**config.mk**
```make
export PLATFORM = sky130hd
export DESIGN_NAME = tdm_fir
export DESIGN_NICKNAME = d
export VERILOG_FILES = /design/src/rtl/tdm_fir_pkg.sv /design/src/rtl/tdm_fir_delay.sv /design/src/rtl/tdm_fir_tap.sv /design/src/rtl/tdm_fir.sv
export SDC_FILE = /design/constraint.sdc
export NUM_CORES = 2
export LEC_CHECK = 0
export ABC_AREA = 1
export ABC_CLOCK_PERIOD_IN_PS = 7100
export BUFFER_PORTS_ARGS = -buffer_cell sky130_fd_sc_hd__buf_2
export CAP_MARGIN = 0
export CELL_PAD_IN_SITES_DETAIL_PLACEMENT = 1
export CELL_PAD_IN_SITES_GLOBAL_PLACEMENT = 1
export CORE_UTILIZATION = 33
export CTS_CLUSTER_SIZE = 8
export DETAILED_ROUTE_END_ITERATION = 12
export GPL_TIMING_DRIVEN = 0
export PLACE_DENSITY = 0.71
export SLEW_MARGIN = 5
export SYNTH_ARGS = -nofsm -noshare
export SYNTH_HDL_FRONTEND = slang
export SYNTH_SLANG_ARGS = --single-unit
```
**constraint.sdc**
```tcl
create_clock -name clk -period 7.1 [get_ports clk]
set_input_delay 0.71 -clock clk [delete_from_list [all_inputs] [get_ports clk]]
set_output_delay 0.71 -clock clk [all_outputs]
set_load 0.02 [all_outputs]
```
**src/rtl/tdm_fir_pkg.sv**
```systemverilog
package tdm_fir_pkg;

    // Accumulator width: full product plus growth bits for the tap count.
    function automatic int acc_width(input int dw, input int cw, input int taps);
        return dw + cw + ((taps > 1) ? $clog2(taps) : 0);
    endfunction

    // Register stages from input to output: front register, product, and
    // one accumulator per tap.
    function automatic int pipe_latency(input int taps);
        return taps + 2;
    endfunction

    function automatic int ch_width(input int n);
        return (n > 1) ? $clog2(n) : 1;
    endfunction

    function automatic int next_ch(input int c, input int n);
        return (c + 1) % n;
    endfunction

endpackage

```
**src/rtl/tdm_fir_delay.sv**
```systemverilog
// Generic shift line used both for the per-tap sample cascade and for the
// channel/valid tag pipeline.
module tdm_fir_delay #(
    parameter int W     = 8,
    parameter int DEPTH = 4
) (
    input  logic         clk,
    input  logic         rst,
    input  logic [W-1:0] din,
    output logic [W-1:0] dout
);

    typedef struct packed {
        logic [DEPTH-1:0][W-1:0] stg;
    } line_s;

    line_s line_d, line_q;

    always_comb begin
        line_d        = line_q;
        line_d.stg[0] = din;
        for (int i = 1; i < DEPTH; i++) begin
            line_d.stg[i] = line_q.stg[i-1];
        end
    end

    always_ff @(posedge clk) begin
        if (rst) begin
            line_q <= '0;
        end else begin
            line_q <= line_d;
        end
    end

    assign dout = line_q.stg[DEPTH-1];

endmodule

```
**src/rtl/tdm_fir_tap.sv**
```systemverilog
// One tap: registered multiply, then registered add of the incoming partial sum.
module tdm_fir_tap #(
    parameter int                    DW   = 16,
    parameter int                    CW   = 16,
    parameter int                    AW   = 34,
    parameter int                    IDX  = 0,
    parameter logic signed [CW-1:0]  COEF = '0
) (
    input  logic                 clk,
    input  logic                 rst,
    input  logic signed [DW-1:0] x_in,
    input  logic signed [AW-1:0] psum_in,
    output logic signed [AW-1:0] psum_out
);

    localparam int PW = DW + CW;

    typedef struct packed {
        logic [PW-1:0] prod;
        logic [AW-1:0] acc;
    } tap_s;

    tap_s tap_d, tap_q;

    logic signed [PW-1:0] x_ext;
    logic signed [PW-1:0] c_ext;
    logic signed [PW-1:0] prod_s;
    logic signed [AW-1:0] prod_ext;

    always_comb begin
        x_ext        = x_in;                 // sign extension of the sample
        c_ext        = COEF;                 // sign extension of the coefficient
        prod_s       = $signed(tap_q.prod);
        prod_ext     = prod_s;               // sign extension to accumulator width
        tap_d        = tap_q;
        tap_d.prod   = x_ext * c_ext;
        tap_d.acc    = prod_ext + psum_in;
    end

    always_ff @(posedge clk) begin
        if (rst) begin
            tap_q <= '0;
        end else begin
            tap_q <= tap_d;
        end
    end

    assign psum_out = $signed(tap_q.acc);

    // The partial sum after tap IDX holds IDX+1 products, each no larger in
    // magnitude than 2^(PW-2).
    localparam logic [AW+1:0] LIM = (AW+2)'(IDX + 1) << (PW - 2);
    logic [AW+1:0] acc_wide;
    assign acc_wide = {{2{tap_q.acc[AW-1]}}, tap_q.acc};

    assert_acc_bound_R6: assert property (@(posedge clk) disable iff (rst)
        ($signed(acc_wide) <= $signed(LIM)) && ($signed(acc_wide) >= -$signed(LIM)))
        else $error("partial sum of tap %0d outside product bound", IDX);

endmodule

```
**src/rtl/tdm_fir.sv**
```systemverilog
module tdm_fir import tdm_fir_pkg::*; #(
    parameter int NUM_CH      = 8,
    parameter int TAPS        = 4,
    parameter int DATA_W      = 16,
    parameter int COEF_W      = 16,
    parameter logic signed [COEF_W-1:0] COEFS [TAPS] =
        '{16'sh8000, 16'sd12345, -16'sd7, 16'sd32767},
    parameter int CH_RATE_KHZ = 62500,
    parameter int FMAX_KHZ    = 500000,
    localparam int CH_W       = ch_width(NUM_CH),
    localparam int ACC_W      = acc_width(DATA_W, COEF_W, TAPS)
) (
    input  logic                     clk,
    input  logic                     rst,
    input  logic                     in_valid,
    input  logic [CH_W-1:0]          in_ch,
    input  logic signed [DATA_W-1:0] in_data,
    output logic                     out_valid,
    output logic [CH_W-1:0]          out_ch,
    output logic signed [ACC_W-1:0]  out_data
);

    localparam int LAT     = pipe_latency(TAPS);
    localparam int X_DEPTH = NUM_CH + 1;  // one channel period plus alignment stage
    localparam int TAG_W   = CH_W + 1;

    // Elaboration-time rate check: all channels must fit into one clock.
    if (NUM_CH * CH_RATE_KHZ > FMAX_KHZ) begin : g_rate_bad
        $error("channel count times channel rate exceeds datapath clock");
    end

    // Front register: idle slots enter the chain as zero.
    typedef struct packed {
        logic [DATA_W-1:0] smp;
    } front_s;

    front_s front_d, front_q;

    always_comb begin
        front_d     = front_q;
        front_d.smp = in_valid ? in_data : '0;
    end

    always_ff @(posedge clk) begin
        if (rst) begin
            front_q <= '0;
        end else begin
            front_q <= front_d;
        end
    end

    logic signed [DATA_W-1:0] xs [TAPS];
    logic signed [ACC_W-1:0]  ps [TAPS];

    assign xs[0] = $signed(front_q.smp);

    for (genvar k = 0; k < TAPS; k++) begin : g_tap
        if (k == 0) begin : g_first
            tdm_fir_tap #(
                .DW(DATA_W), .CW(COEF_W), .AW(ACC_W), .IDX(k), .COEF(COEFS[k])
            ) tap_i (
                .clk(clk), .rst(rst), .x_in(xs[k]),
                .psum_in('0), .psum_out(ps[k])
            );
        end else begin : g_rest
            tdm_fir_tap #(
                .DW(DATA_W), .CW(COEF_W), .AW(ACC_W), .IDX(k), .COEF(COEFS[k])
            ) tap_i (
                .clk(clk), .rst(rst), .x_in(xs[k]),
                .psum_in(ps[k-1]), .psum_out(ps[k])
            );
        end
        if (k < TAPS - 1) begin : g_xcas
            tdm_fir_delay #(.W(DATA_W), .DEPTH(X_DEPTH)) xdly_i (
                .clk(clk), .rst(rst), .din(xs[k]), .dout(xs[k+1])
            );
        end
    end

    logic [TAG_W-1:0] tag_in, tag_out;
    assign tag_in = {in_valid, in_ch};

    tdm_fir_delay #(.W(TAG_W), .DEPTH(LAT)) tag_i (
        .clk(clk), .rst(rst), .din(tag_in), .dout(tag_out)
    );

    assign out_valid = tag_out[CH_W];
    assign out_ch    = tag_out[CH_W-1:0];
    assign out_data  = ps[TAPS-1];

    // ---------------- assertions ----------------
    assert_rst_clear_R5: assert property (@(posedge clk) disable iff (rst)
        $fell(rst) |-> (!out_valid && out_data == '0))
        else $error("outputs not cleared by reset");

    assert_idle_zero_R4: assert property (@(posedge clk) disable iff (rst)
        !$past(in_valid) |-> (xs[0] == '0))
        else $error("idle slot entered chain with nonzero sample");

    assert_in_order_R7: assert property (@(posedge clk) disable iff (rst)
        (in_valid && $past(in_valid)) |->
            (int'(in_ch) == next_ch(int'($past(in_ch)), NUM_CH)))
        else $error("input channel order broken");

    assert_out_order_R7: assert property (@(posedge clk) disable iff (rst)
        (out_valid && $past(out_valid)) |->
            (int'(out_ch) == next_ch(int'($past(out_ch)), NUM_CH)))
        else $error("output channel order broken");

endmodule

```
### Word level (Yosys, flattened, before mapping)

Index checks and enable logic that the tools add are counted.

* add/subtract/negate cells: 4
* multipliers: 3
* bitwise operators: 1
* reduce and logical (&&, ||, !) cells: 1

Operator list (number)
* $add 20x34->34: 1
* $add 32x34->34: 1
* $add 31x32->33: 1
* $mul 16x16->32 const B: 1
* $mul 16x15->31 const B: 1
* $mul 16x4->20 const B: 1
* $neg 16->17: 1
* $reduce_or 2->1: 1
* $not 1->1: 1

* register bits: 706
* bits of input ports: 22
* output and inout bits: 38

### Logic depth before layout (Yosys ltp)

* depth after elaboration: 2
* depth in mapped cells: 27

### By module

A second synthesis with hierarchy kept.

* cell total of the unflattened synthesis: 5349
* area total of the unflattened synthesis: 40679.0 µm²

Modules (own cells, without submodules)
* tdm_fir_delay (g_tap[0].g_xcas.xdly_i ...): instances 3, cells each 448, area an instance 4087.7 µm², sequential area each 2882.8 µm²
* tdm_fir_tap (g_tap[3].g_rest.tap_i): instances 1, cells each 1561, area an instance 11464.7 µm², sequential area each 1321.3 µm²
* tdm_fir_tap (g_tap[1].g_rest.tap_i): instances 1, cells each 1162, area an instance 8169.1 µm², sequential area each 1301.2 µm²
* tdm_fir_tap (g_tap[2].g_rest.tap_i): instances 1, cells each 752, area an instance 4815.9 µm², sequential area each 1081.0 µm²
* tdm_fir_tap (g_tap[0].g_first.tap_i): instances 1, cells each 404, area an instance 2782.7 µm², sequential area each 1021.0 µm²
* tdm_fir_delay (tag_i): instances 1, cells each 74, area an instance 683.2 µm², sequential area each 480.5 µm²
* tdm_fir: instances 1, cells each 52, area an instance 500.5 µm², sequential area each 320.3 µm²

### Least setup slack after synthesis

Ideal clock, no wire load.

* path type: register -> register
* start: reg g_tap[2].g_xcas.xdly_i.line_q (netlist bit g_tap[2].g_xcas.xdly_i.dout[15])
* end: reg g_tap[3].g_rest.tap_i.tap_q (netlist bit g_tap[3].g_rest.tap_i.prod_s[29])
* setup time: 115 ps
* data arrival time: 6154 ps
* path slack: 831 ps
* stages on the path, launching flop included: 19
* buffers on the path: 0
* clock period less this slack: 6269 ps
* cells stage by stage: dfxtp_1 ha_1 xor2_1 inv_1 fa_1 fa_1 fa_1 fa_1 inv_1 fa_1 inv_1 ha_1 nand2_1 nor2_1 nand2_1 nor4_1 nand2_1 a21oi_1 nor2_1

* longest elaborated chain between the ends: 1

RTL lines
* from (decl): RTL line tdm_fir_delay.sv:17 `line_s line_d, line_q;`
* from (signal assigned): RTL line tdm_fir_delay.sv:31 `line_q <= line_d;`
* $mul 16x16->32: RTL line tdm_fir_tap.sv:36 `tap_d.prod = x_ext * c_ext;`
* to (signal assigned): RTL line tdm_fir_tap.sv:44 `tap_q <= tap_d;`
* to (decl): RTL line tdm_fir_tap.sv:23 `tap_s tap_d, tap_q;`

Every way passes these cells.
A chain may end at the register's enable or synchronous reset.

### Worst setup path in the final report

Same ends and word-level chain as after synthesis.

==> impl_metrics.toml <==
[setup_path]
path_common_cell = "fa_1"
path_class = "reg2reg"
crit_chain = "buf_12 -> buf_2 -> xor2_1 -> inv_1 -> fa_1 -> fa_1 -> fa_1 -> fa_1 -> inv_1 -> fa_1 -> inv_1 -> ha_1 -> nand2_1 -> nor2_1 -> nand2_1 -> nor4_1 -> nand2_1 -> nand3_1 -> nand2_1 -> nor2_1"
r2r-end = "g_tap[3].g_rest.tap_i.prod_s[29]"
crit_slowest_cell = "dfxtp_2"
reg2reg_slack_ns = 0.35
start_kind = "flop"
r2r-start = "g_tap[2].g_xcas.xdly_i.dout[15]"
crit_arrival_ns = 7.28
critPathMaxStageDelay_ns = 0.76
critical_path.top_delay_family = "adder cells"
worstPathMaxFanout = 36
reg2reg_depth = 20
cp.depth = 20
cp.required_ns = 7.63
cp-end-kind = "flop"
cp.buffers_inverters = 5

[routing]
postRouteAntennaNets = 0
drc = 0
totalWireLength_mm = 96.9
viasPerCell = 4.48
dr.pass1.iters = 5
routedWlPerCell_um = 15.2
drt_iter0_drc = 876
route.vias.total = 28500

[synth]
syn_nets = 5318
synth_adder_area_share_pct = 23.9
netlist.area_leader.share_pct = 36.8
syn_inst = 4708
synth_compound_area_share_pct = 6.91
synth_cell_types = 41
ys_async_sr_fraction_pct = 0
synth_top_family_by_area = "adder cells"
ys_seq_area_share_pct = 36.8
synth-xor-area-share_pct = 1.54
synth_simple_gate_area_share_pct = 18.9
synth_ff_type = "dfxtp_1"
synth_common_cells = "inv_1, nor2_1, dfxtp_1"
ys_warn_count = 0
yosysMostFrequentCell = "inv_1"
synth.area.mux_share_pct = 0
yosysTopAreaCell = "dfxtp_1"
avgSynthCellArea_um2 = 7.84
synth_area_leaders = "dfxtp_1, ha_1, inv_1"
synth_area_mm2 = 0.0369
synth-edff-count = 0
ys_ff_latch = 679

[job]
maxCapViolations = 0

[sta]
finalHoldViolCount = 0
tightest_slew_ns = 1.00
fin_skew_ns = 0.0604
setup_viol = 0
fin_crit_ns = 6.75
whs_ns = 0.263
maxSlewViolCount = 0
rsz0062_at_grt = "no"
fmax_mhz = 148
max-slew-margin-rel_pct = 33.1
tns_ns = 0
period_share_pct = 95.0

[place]
hpwlAfterDp_mm = 79.6
io_buffers = 58
place_congestion = 0.895

[global_routing]
grt-ovfl-total = 0
grt_pass1_wl_mm = 155
first_global_vias = 29961
grt_use_total_pct = 17.3
grt_max_degree = 37
antenna_found_initial = 1

[floorplanning]
rows = 122
dieHeight_um = 337
coreArea_mm2 = 0.111
die_width_um = 337
ioPinCount = 60
die_area_mm2 = 0.113
initial_core_util_pct = 33.3

[clocking]
insertion_delay_ns = 0.68
root_buffer = "clkbuf_16"
cts.sinks = 679
post_cts_buffers = 0
cts-resized-gates = 0
cts_buffers = 96
cts_hold_buf = 0
htreeDepth = 3
path_clk_slew_ns = 0.05
tritoncts = "built"
cts.path.max_buffers = 3

[hold_path]
holdPathEnd = "front_q[14]"
holdPathStages = 3
worstHoldStart = "in_data[14]"
hp-class = "in2reg"

[cells_and_area]
drive_gt1_share_pct = 4.90
syn_to_final_growth_pct = 13.0
fin_nets = 5475

[power_and_ir_drop]
p_sw_share_pct = 22.2
clockPowerShare_pct = 49.8
leakage_uw = 0.0208
power.switching_uw = 1810
irDropWorstVdd_mv = 0.219
p_int_uw = 6320
pwr_density_cell_mw_per_mm2 = 195
p_comb_share_pct = 2.5
pwr-share-seq_pct = 47.7

[status]
status = "complete, no violations"
-- cell usage in the layout, fill, tap and decap left out, types with 10 or more instances in the layout --
master,instances
nor3_1,25
a21o_1,18
fa_1,194
dfxtp_1,678
nand3b_1,10
o21bai_1,29
nor2_1,852
o21ai_0,149
ha_1,394
a21oi_1,252
inv_1,1091
nand4_1,17
nand2_2,28
buf_2,66
clkbuf_1,69
xnor2_1,25
xor2_1,40
nand3_1,126
o21a_1,10
clkbuf_16,96
nand2_1,630
-- sequential cells by signal, indices dropped and copies added (netlist names) --
register and count:
g_tap.g_xcas.xdly_i.line_d 381, g_tap.g_rest.tap_i.psum_out 101, g_tap.g_rest.tap_i.prod_s 77, g_tap.g_xcas.xdly_i.dout 48, tag_i.line_d 20, front_q 16
g_tap.g_first.tap_i.prod_s 16, g_tap.g_first.tap_i.psum_out 16, tag_i.dout 4
-- worst max path at each step --
stage                                               start                               end
after global routing      g_tap[2].g_xcas.xdly_i.dout[15]  g_tap[3].g_rest.tap_i.prod_s[29]
after floorplan           g_tap[2].g_xcas.xdly_i.dout[15]  g_tap[3].g_rest.tap_i.prod_s[29]
final                     g_tap[2].g_xcas.xdly_i.dout[15]  g_tap[3].g_rest.tap_i.prod_s[29]
after CTS                 g_tap[2].g_xcas.xdly_i.dout[15]  g_tap[3].g_rest.tap_i.prod_s[29]
after global placement    g_tap[2].g_xcas.xdly_i.dout[15]  g_tap[3].g_rest.tap_i.prod_s[29]
after detailed placement  g_tap[2].g_xcas.xdly_i.dout[15]  g_tap[3].g_rest.tap_i.prod_s[29]
-- metrics by stage --
step	util (%)	worst slack [ns]	std cells	cell area [um^2]	power (uW)
finish	37.7	0.352	6366	41700	8120
global route	37.6	0.0670	6365	41700	8420
CTS	37.6	0.304	6365	41700	8240
detailed placement	35.3	0.314	6255	39100	4160
global placement	35.3	-0.892	6254	39100	4150
floorplan	-	0.831	4708	36900	4060
-- power by group through the flow --
stage	combinational (uW)	clock [uW]	sequential, uW
6_report	203	4040	3880
3_3_place_gp	202	0	3950
5_1_grt	229	4320	3870
2_1_floorplan	124	0	3940
3_5_place_dp	206	0	3950
4_1_cts	208	4160	3880
-- area by class of cell --
cell class | count | area, um^2
antenna | 1 | 2.50
sequential | 679 | 13600
buffer | 82 | 330
inverter | 1093 | 4100
clock buffer | 100 | 2430
tap | 1488 | 1860
clock inverter | 10 | 195
fill | 13532 | 69100
multi-input combinational | 2854 | 18900
timing repair buffer | 59 | 310
-- tightest hold or removal path, cell delays in order --
cell and delay, ns:
buf_2 0.10, inv_1 0.04, nor2_1 0.04
-- metal layers --
metal | track usage [%] | share of wire (%) | up-vias
li1 | - | - | 14433
met1 | 20.7 | 45 | 13547
met2 | 31.7 | 50 | 351
met3 | 1.98 | 2.3 | 169
met4 | 6.44 | 3.4 | 0
met5 | 0 | 0 | -
-- cell families after synthesis --
family	after synthesis
AND/OR/NAND/NOR	1726
buffers and inverters	1175
flip-flops	679
adder cells (fa/ha/maj)	588
AO/OA/AOI/OAI	475
XOR/XNOR	65
Note: power is estimated with default switching activity, not from simulation.
